==> src/rtl/spi_ra_pkg.sv <==
package spi_ra_pkg;
  localparam int unsigned ADDR_W  = 6;
  localparam int unsigned DATA_W  = 8;
  localparam int unsigned CMD_W   = ADDR_W + 2;
  localparam int unsigned FRAME_W = CMD_W + DATA_W;
  localparam int unsigned CNT_W   = $clog2(FRAME_W) + 1;

  typedef struct packed {
    logic por;
    logic selftest;
    logic sat;
  } stat_t;

  // parity bit that makes data plus bit an odd count of ones
  function automatic logic odd_fill(input logic [DATA_W-1:0] d);
    return ~(^d);
  endfunction

  // command byte (address, direction, parity) must hold an odd count of ones
  function automatic logic cmd_par_ok(input logic [CMD_W-1:0] c);
    return ^c;
  endfunction

  function automatic logic [FRAME_W-1:0] tx_word(input logic ferr, input stat_t st,
                                                 input logic dpar, input logic [DATA_W-1:0] d);
    return {1'b0, ferr, st, 1'b0, 1'b1, dpar, d};
  endfunction
endpackage

==> src/rtl/spi_ra_sync.sv <==
module spi_ra_sync #(
  parameter int unsigned WIDTH = 3,
  parameter int unsigned STAGES = 2,
  parameter logic [WIDTH-1:0] RST_VAL = '0
) (
  input  logic             clk,
  input  logic             rst_n,
  input  logic [WIDTH-1:0] din,
  output logic [WIDTH-1:0] sync_o,
  output logic [WIDTH-1:0] rise_o,
  output logic [WIDTH-1:0] fall_o
);
  localparam int unsigned DEPTH = STAGES + 1;
  logic [WIDTH-1:0] chain [DEPTH];

  always_ff @(posedge clk or negedge rst_n) begin
    if (!rst_n) begin
      for (int k = 0; k < DEPTH; k++) chain[k] <= RST_VAL;
    end else begin
      chain[0] <= din;
      for (int k = 1; k < DEPTH; k++) chain[k] <= chain[k-1];
    end
  end

  assign sync_o = chain[STAGES-1];
  assign rise_o = chain[STAGES-1] & ~chain[STAGES];
  assign fall_o = ~chain[STAGES-1] & chain[STAGES];
endmodule

==> src/rtl/spi_ra_rx.sv <==
module spi_ra_rx
  import spi_ra_pkg::*;
(
  input  logic              clk,
  input  logic              rst_n,
  input  logic              active,
  input  logic              frame_start,
  input  logic              frame_end,
  input  logic              sck_rise,
  input  logic              mosi,
  output logic [ADDR_W-1:0] addr_q,
  output logic              addr_ready,
  output logic [CNT_W-1:0]  bit_cnt,
  output logic              cmd_ok,
  output logic              frame_valid,
  output logic              frame_err,
  output logic              wr_en,
  output logic [ADDR_W-1:0] wr_addr,
  output logic [DATA_W-1:0] wr_data
);
  localparam logic [CNT_W-1:0] CNT_MAX  = {CNT_W{1'b1}};
  localparam logic [CNT_W-1:0] CNT_FULL = CNT_W'(FRAME_W);
  localparam logic [CNT_W-1:0] CNT_ADDR = CNT_W'(ADDR_W - 1);
  localparam int unsigned RW_POS = DATA_W + 1;

  logic [FRAME_W-1:0] sh;

  assign cmd_ok      = cmd_par_ok(sh[FRAME_W-1 -: CMD_W]);
  assign frame_valid = (bit_cnt == CNT_FULL) && cmd_ok;

  always_ff @(posedge clk or negedge rst_n) begin
    if (!rst_n) begin
      sh         <= '0;
      bit_cnt    <= '0;
      addr_q     <= '0;
      addr_ready <= 1'b0;
      frame_err  <= 1'b0;
      wr_en      <= 1'b0;
      wr_addr    <= '0;
      wr_data    <= '0;
    end else begin
      wr_en      <= 1'b0;
      addr_ready <= 1'b0;
      if (frame_start) begin
        sh      <= '0;
        bit_cnt <= '0;
      end else if (sck_rise && active) begin
        sh <= {sh[FRAME_W-2:0], mosi};
        if (bit_cnt != CNT_MAX) bit_cnt <= bit_cnt + 1'b1;
        if (bit_cnt == CNT_ADDR) begin
          addr_q     <= {sh[ADDR_W-2:0], mosi};
          addr_ready <= 1'b1;
        end
      end
      if (frame_end) begin
        frame_err <= !frame_valid;
        wr_en     <= frame_valid && sh[RW_POS];
        wr_addr   <= sh[FRAME_W-1 -: ADDR_W];
        wr_data   <= sh[DATA_W-1:0];
      end
    end
  end
endmodule

==> src/rtl/spi_ra_tx.sv <==
module spi_ra_tx
  import spi_ra_pkg::*;
(
  input  logic              clk,
  input  logic              rst_n,
  input  logic              frame_start,
  input  logic              frame_end,
  input  logic              sck_fall,
  input  logic              addr_ready,
  input  logic [DATA_W-1:0] rd_data,
  input  stat_t             status,
  input  logic              ferr,
  output logic              miso,
  output logic              miso_oe,
  output logic [CNT_W-1:0]  tx_idx
);
  localparam logic [CNT_W-1:0] CNT_MAX  = {CNT_W{1'b1}};
  localparam logic [CNT_W-1:0] CNT_FULL = CNT_W'(FRAME_W);

  stat_t              stat_q;
  logic               ferr_q;
  logic               dpar_q;
  logic [DATA_W-1:0]  data_q;
  logic [FRAME_W-1:0] word;
  logic [FRAME_W-1:0] shifted;

  always_ff @(posedge clk or negedge rst_n) begin
    if (!rst_n) begin
      miso_oe <= 1'b0;
      tx_idx  <= '0;
      stat_q  <= '0;
      ferr_q  <= 1'b0;
      data_q  <= '0;
      dpar_q  <= 1'b1;
    end else begin
      if (frame_start) begin
        miso_oe <= 1'b1;
        tx_idx  <= '0;
        stat_q  <= status;
        ferr_q  <= ferr;
        data_q  <= '0;
        dpar_q  <= odd_fill('0);
      end else if (frame_end) begin
        miso_oe <= 1'b0;
      end else if (sck_fall && miso_oe && tx_idx != CNT_MAX) begin
        tx_idx <= tx_idx + 1'b1;
      end
      if (addr_ready) begin
        data_q <= rd_data;
        dpar_q <= odd_fill(rd_data);
      end
    end
  end

  assign word    = tx_word(ferr_q, stat_q, dpar_q, data_q);
  assign shifted = word << tx_idx;
  assign miso    = miso_oe && (tx_idx < CNT_FULL) && shifted[FRAME_W-1];
endmodule

==> src/rtl/spi_regaccess_slave.sv <==
module spi_regaccess_slave
  import spi_ra_pkg::*;
#(
  parameter int unsigned SYNC_STAGES = 2
) (
  input  logic              clk,
  input  logic              rst_n,
  input  logic              sck,
  input  logic              csb,
  input  logic              mosi,
  output logic              miso,
  output logic              miso_oe,
  output logic [ADDR_W-1:0] reg_addr,
  input  logic [DATA_W-1:0] reg_rdata,
  output logic              reg_we,
  output logic [ADDR_W-1:0] reg_waddr,
  output logic [DATA_W-1:0] reg_wdata,
  input  logic              stat_por,
  input  logic              stat_selftest,
  input  logic              stat_sat
);
  localparam int unsigned N_LINES = 3;
  localparam int unsigned I_CSB = 2;
  localparam int unsigned I_SCK = 1;
  localparam int unsigned I_MOSI = 0;

  logic [N_LINES-1:0] line_s, line_rise, line_fall;
  logic csb_s, csb_fall, csb_rise, sck_rise, sck_fall, mosi_s;
  logic addr_ready, cmd_ok, frame_valid, frame_err;
  logic [CNT_W-1:0] bit_cnt, tx_idx;
  logic unused_lines;
  stat_t status;

  spi_ra_sync #(
    .WIDTH(N_LINES), .STAGES(SYNC_STAGES), .RST_VAL(N_LINES'(1) << I_CSB)
  ) u_sync (
    .clk(clk), .rst_n(rst_n), .din({csb, sck, mosi}),
    .sync_o(line_s), .rise_o(line_rise), .fall_o(line_fall)
  );

  assign csb_s    = line_s[I_CSB];
  assign csb_fall = line_fall[I_CSB];
  assign csb_rise = line_rise[I_CSB];
  assign sck_rise = line_rise[I_SCK];
  assign sck_fall = line_fall[I_SCK];
  assign mosi_s   = line_s[I_MOSI];
  assign unused_lines = ^{line_s[I_SCK], line_rise[I_MOSI], line_fall[I_MOSI]};
  assign status   = '{por: stat_por, selftest: stat_selftest, sat: stat_sat};

  spi_ra_rx u_rx (
    .clk(clk), .rst_n(rst_n), .active(!csb_s),
    .frame_start(csb_fall), .frame_end(csb_rise),
    .sck_rise(sck_rise), .mosi(mosi_s),
    .addr_q(reg_addr), .addr_ready(addr_ready), .bit_cnt(bit_cnt),
    .cmd_ok(cmd_ok), .frame_valid(frame_valid), .frame_err(frame_err),
    .wr_en(reg_we), .wr_addr(reg_waddr), .wr_data(reg_wdata)
  );

  spi_ra_tx u_tx (
    .clk(clk), .rst_n(rst_n),
    .frame_start(csb_fall), .frame_end(csb_rise), .sck_fall(sck_fall),
    .addr_ready(addr_ready), .rd_data(reg_rdata), .status(status),
    .ferr(frame_err), .miso(miso), .miso_oe(miso_oe), .tx_idx(tx_idx)
  );
endmodule

==> config.mk <==
export PLATFORM = sky130hd
export DESIGN_NAME = spi_regaccess_slave
export DESIGN_NICKNAME = d
export VERILOG_FILES = /design/src/rtl/spi_ra_pkg.sv /design/src/rtl/spi_ra_sync.sv /design/src/rtl/spi_ra_rx.sv /design/src/rtl/spi_ra_tx.sv /design/src/rtl/spi_regaccess_slave.sv
export SDC_FILE = /design/constraint.sdc
export NUM_CORES = 1
export LEC_CHECK = 0
export BUFFER_PORTS_ARGS = -buffer_cell sky130_fd_sc_hd__clkbuf_2
export CAP_MARGIN = 5
export CELL_PAD_IN_SITES_DETAIL_PLACEMENT = 0
export CELL_PAD_IN_SITES_GLOBAL_PLACEMENT = 1
export CORE_MARGIN = 2
export CORE_UTILIZATION = 47
export CTS_CLUSTER_DIAMETER = 60
export DETAILED_ROUTE_END_ITERATION = 12
export MAX_ROUTING_LAYER = met4
export PLACE_DENSITY = 0.86
export REMOVE_ABC_BUFFERS = 1
export SYNTH_ARGS = -nofsm -noshare
export SYNTH_HDL_FRONTEND = slang
export SYNTH_SLANG_ARGS = --single-unit
==> constraint.sdc <==
create_clock -name clk -period 2.7 [get_ports clk]
set_input_delay 0.81 -clock clk [delete_from_list [all_inputs] [get_ports clk]]
set_output_delay 0.81 -clock clk [all_outputs]
set_load 0.1 [all_outputs]
==> impl_metrics.toml, run 1 <==
[critical_path]
critPathTopFamily = "flip-flops"
r2r_start = "u_tx.tx_idx[0]"
start_kind = "flip-flop"
r2r_slack_ns = 0.46
worstPathArrival_ns = 1.90
critPathBufInv = 2
worstSetupStartpoint = "u_tx.tx_idx[0]"
slowest_stage = "dfrtp_2"
crit_chain = "buf_6, nor2b_1, o22ai_1, and3b_2, a2111oi_4, buf_12"
path_max_fanout = 4
critical_path_class = "flip-flop to output port"
cp-end-kind = "output port"
max_stage_delay_ns = 0.45
cp.required_ns = 1.89

[clock_tree]
clockBufferDepth = 2
clk_pin_slew_ns = 0.08
cts_tree = "built"
cts_buffers = 9
ctsRootBufferMaster = "clkbuf_8"
h-tree-depth = 3
hold_buffers = 0
clk_latency_ns = 0.35
cts.sinks = 71
cts_setup_buffers = 0

[finish]
final_cells = 345
finalNetCount = 287
num_antenna_cells = 0
final_cell_area_mm2 = 0.00358
area_growth_pct = 19.5
fin_util_pct = 57.4
final_common_cell = "dfrtp_1"
final_cell_mix = "dfrtp_1 (66), clkbuf_2 (36), mux2_2 (26)"
drive_gt1_share_pct = 38.1

[die]
fp.dieW_um = 83.8
rows = 29
die_h_um = 83.8
fp.coreArea_mm2 = 0.00624
dieArea_mm2 = 0.00703
start_util_pct = 48.0
io_pins = 39

[placement]
io_buffers = 38
gp_congestion = 0.716
post-place-ws_ns = 0.00773
placed_cells = 329
dp_hpwl_um = 3440
place_area_mm2 = 0.00333

[run]
drv_cap = 0

[timing]
tns_ns = -0.0106
max-slew-margin-rel_pct = 58.0
setup_violations = 1
finalCritPeriodShare_pct = 100
min_period_ns = 2.71
finalWorstSetupSlack_ns = -0.0106
max_freq_ghz = 0.369
report.final.slew_viol_count = 0
worst_pin_slew_ns = 0.628
finalHoldViolCount = 0
rsz0062_at_grt = "true"
fin_skew_ns = 0.00913

[detailed_routing]
via_per_inst = 5.35
vias = 1847
post_drt_wl_per_cell_um = 15.5
finalWirelength_um = 5330
drc = 0
drt_iter0_markers = 60
ant_nets = 0
drt-pass1-iter-count = 5

[hold_path]
hp-start = "u_sync.chain[7]"
hold_path.class = "flip-flop to flip-flop"

[pwr]
power.leakage_nw = 1.74
ir_drop_mv = 0.608
power.density_mw_per_mm2 = 679

[logic_synthesis]
yosys.area.top_type = "dfrtp_1"
synth_area_per_cell_um2 = 13.9
synth_warnings = 0
synth-seq-cells = 71
yosysSeqAreaShare_pct = 59.5
syn_area_mm2 = 0.00300
synth.distinct_cells = 39
syn-instance-count = 215
yosysTopAreaCellShare_pct = 56.0
yosys-top-cells-area = "dfrtp_1 (56%), mux2_2 (10%), a22o_1 (7.0%)"

[outcome]
violations = "setup timing"
outcome = "complete, but fails checks"

[global_route]
grt_max_degree = 72
grt_remaining_overflow = 0
antenna_found_initial = 0
grt_pass1_vias = 1949
grt_first_pass_wirelength_um = 9090
grt_use_total_pct = 17.3
-- state kept, by name, summed over array words and instances, names as in the netlist, 5 cells and up --
register	count
u_rx.addr_q	6
u_rx.bit_cnt	5
u_rx.sh	16
u_rx.wr_addr	6
u_rx.wr_data	8
u_sync.chain	5
u_tx.data_q	8
u_tx.tx_idx	5
-- layer usage --
layer	GRT usage (%)	up-vias	share of wire (%)
li1	-	876	-
met1	22.1	913	46
met2	24.8	44	46
met3	5.54	14	5.2
met4	8.65	0	3.2
met5	-	-	0
-- synth_stat cells --
master,count
a2111oi_0,2
a211o_1,1
a21oi_1,2
a221o_1,1
a22o_1,24
a31oi_1,1
and3_1,2
and3b_1,1
buf_1,1
buf_2,3
buf_4,1
clkbuf_1,4
dfrtp_1,67
dfstp_2,4
ha_1,8
inv_1,8
mux2_2,27
mux2i_1,2
mux4_2,2
nand2_1,4
nand2b_1,3
nand3_1,1
nand4_1,2
nand4_4,1
nor2_1,11
nor2b_1,2
nor3_1,2
nor3b_1,1
nor4_1,1
nor4b_1,1
nor4b_2,1
nor4b_4,1
nor4bb_1,1
o21ai_0,2
o21bai_1,1
o22a_1,1
o22ai_1,1
xnor2_1,14
xor2_1,3
-- through the flow --
step / hold slack, ns / total power, mW
floorplan: 0.331 / 1.41
detailed placement: 0.335 / 1.55
global placement: 0.333 / 1.54
CTS: 0.349 / 2.45
finish: 0.348 / 2.43
global route: 0.362 / 2.56
-- area by class of cell --
class | count | area (um^2)
Inverter | 8 | 30.0
Clock buffer | 10 | 138
Multi-Input combinational cell | 127 | 1180
Sequential cell | 71 | 1780
Clock inverter | 6 | 67.6
Fill cell | 538 | 2660
Timing Repair Buffer | 46 | 282
Tap cell | 77 | 96.3
-- worst paths after layout --
kind,depth (start not counted),end
max,6,miso
min,0,u_sync.sync_o[1]
max reg2reg,8,u_tx.tx_idx[2]
min reg2reg,0,u_sync.sync_o[1]
max in group asynchronous,2,u_sync.chain[2]
min in group asynchronous,2,u_tx.stat_q[1]
-- kinds of logic (layout without fill, tap and decap cells) --
group           Yosys count  after routing  synth area share (%)
flops                    71             71                  59.5
compound gates           36             36                  9.86
simple gates             35             35                  7.64
mux                      31             31                  12.3
xor+xnor                 17             17                  4.97
buf+inv                  17             70                  2.38
fa+ha+maj                 8              8                  3.34
-- worst register-to-register path, stage by stage (launching register included) --
cell and delay (ns):
dfrtp_2 0.45, buf_4 0.16, ha_1 0.21, and3_1 0.19
ha_1 0.18, nor4bb_1 0.26, o21bai_1 0.24, nor4b_1 0.36
a211o_1 0.13
-- power by group --
group | leakage, nW | internal, mW | switching (mW)
clock | 0.0989 | 0.454 | 0.403
sequential | 0.933 | 1.12 | 0.0683
combinational | 0.707 | 0.179 | 0.209
-- repair_timing --
item | in CTS | in global routing
pin swaps | 1 | 3
setup endpoints to repair | 1 | 1
cloned | 0 | 0
gates resized for setup | 5 | 5
Power figures use the tool's default switching activity.
==> run 2: changes to the inputs <==
- SKIP_CTS_REPAIR_TIMING: not set -> 1
==> run 2 against run 1 <==
  * The flow still finishes with violations (setup timing)
  * Final cell count unchanged
  * Sequential share of layout area increased by 0.30 points
  * Maximum frequency decreased by 0.87%
  * Largest power group unchanged
==> impl_metrics.toml, run 2 (synthesized netlist as in run 1, its figures left out) <==
[global_route]
grt_first_pass_wirelength_um = 9020
antenna_found_initial = 0
grt_max_degree = 72
grt_pass1_vias = 1943
grt_remaining_overflow = 0
grt_use_total_pct = 17.1

[placement]
post-place-ws_ns = 0.00773
placed_cells = 329
place_area_mm2 = 0.00333
io_buffers = 38
dp_hpwl_um = 3440
gp_congestion = 0.716

[outcome]
outcome = "complete, but fails checks"
violations = "setup timing"

[timing]
tns_ns = -0.0345
worst_pin_slew_ns = 0.628
max-slew-margin-rel_pct = 58.0
whs_ns = 0.349
rsz0062_at_grt = "true"
finalCritPeriodShare_pct = 101
min_period_ns = 2.73
max_freq_ghz = 0.366
finalHoldViolCount = 0
finalWorstSetupSlack_ns = -0.0345
setup_violations = 1
report.final.slew_viol_count = 0
fin_skew_ns = 0.00905

[finish]
drive_gt1_share_pct = 37.7
final_common_cell = "dfrtp_1"
final_cells = 345
final_cell_mix = "dfrtp_1 (66), clkbuf_2 (36), mux2_2 (27)"
num_antenna_cells = 0
top_register = "u_rx.sh"
area_growth_pct = 18.8
fin_util_pct = 57.0
largest_reg_flops = 16
final_cell_area_mm2 = 0.00356
finalNetCount = 287
biggestRegsByFlops = "u_rx.sh (16), u_rx.wr_data (8), u_tx.data_q (8)"

[critical_path]
cp-end-kind = "output port"
critical_path_class = "flip-flop to output port"
worstPathArrival_ns = 1.92
cp.required_ns = 1.89
start_kind = "flip-flop"
path_max_fanout = 4
r2r_start = "u_tx.tx_idx[0]"
reg2reg_to = "u_tx.tx_idx[2]"
r2r_slack_ns = 0.46
ff2ff_path_depth = 8

[hold_path]
hp-start = "u_sync.chain[7]"
hold_depth = 0
hold_path.class = "flip-flop to flip-flop"
hold_end = "u_sync.sync_o[1]"

[clock_tree]
cts_tree = "built"
ctsRootBufferMaster = "clkbuf_8"
cts.sinks = 71
h-tree-depth = 3
clk_pin_slew_ns = 0.08
clockBufferDepth = 2
cts_buffers = 9
clk_latency_ns = 0.35

[pwr]
ir_drop_mv = 0.608
power_mw = 2.42
power.density_mw_per_mm2 = 679
power.leakage_nw = 1.73

[detailed_routing]
drc = 0
drt_iter0_markers = 58
via_per_inst = 5.30
vias = 1829
finalWirelength_um = 5380
post_drt_wl_per_cell_um = 15.6
ant_nets = 0
drt-pass1-iter-count = 4

[die]
fp.coreArea_mm2 = 0.00624
io_pins = 39
start_util_pct = 48.0
fp.dieW_um = 83.8
rows = 29
dieArea_mm2 = 0.00703
die_h_um = 83.8

[run]
drv_cap = 0
[run 2: cell counts in the layout (fill, tap and decap cells not counted)]
Identical to the previous run, type by type.
[run 2: critical path: stages, from the launching register on]
cell       delay, ns
dfrtp_2         0.41
buf_4           0.14
mux2_2          0.35
a2111oi_4       0.38
a2111oi_2       0.11
buf_12          0.19
[run 2: how the worst max path moves through the flow]
| stage | startpoint | to | cells past startpoint |
|---|---|---|---|
| after CTS | u_tx.tx_idx[0] | miso | 4 |
| after global routing | u_tx.tx_idx[0] | miso | 5 |
| after global placement | u_tx.tx_idx[0] | miso | 4 |
| final | u_tx.tx_idx[0] | miso | 5 |
| after detailed placement | u_tx.tx_idx[0] | miso | 4 |
| after floorplan | u_tx.miso_oe | miso | 2 |
[run 2: layout make-up]
type,count,area (um^2)
flip-flops and latches,71,1780
well taps,77,96.3
clock buffers,10,138
inverters,8,30.0
repair buffers,46,278
fillers,538,2680
multi-input cells,127,1170
clock inverters,6,67.6
[run 2: per-layer routing]
| metal | routed length, um | global-route usage (%) |
|---|---|---|
| met1 | 2480 | 21.9 |
| met2 | 2500 | 24.5 |
| met3 | 258 | 5.54 |
| met4 | 146 | 8.65 |
| met5 | 0 | - |
[run 2: power by group]
group          internal [mW]  leakage (nW)  total [mW]  switching [mW]
combinational          0.168         0.702       0.375           0.207
sequential              1.12         0.933        1.18          0.0651
clock                  0.454        0.0989       0.859           0.404
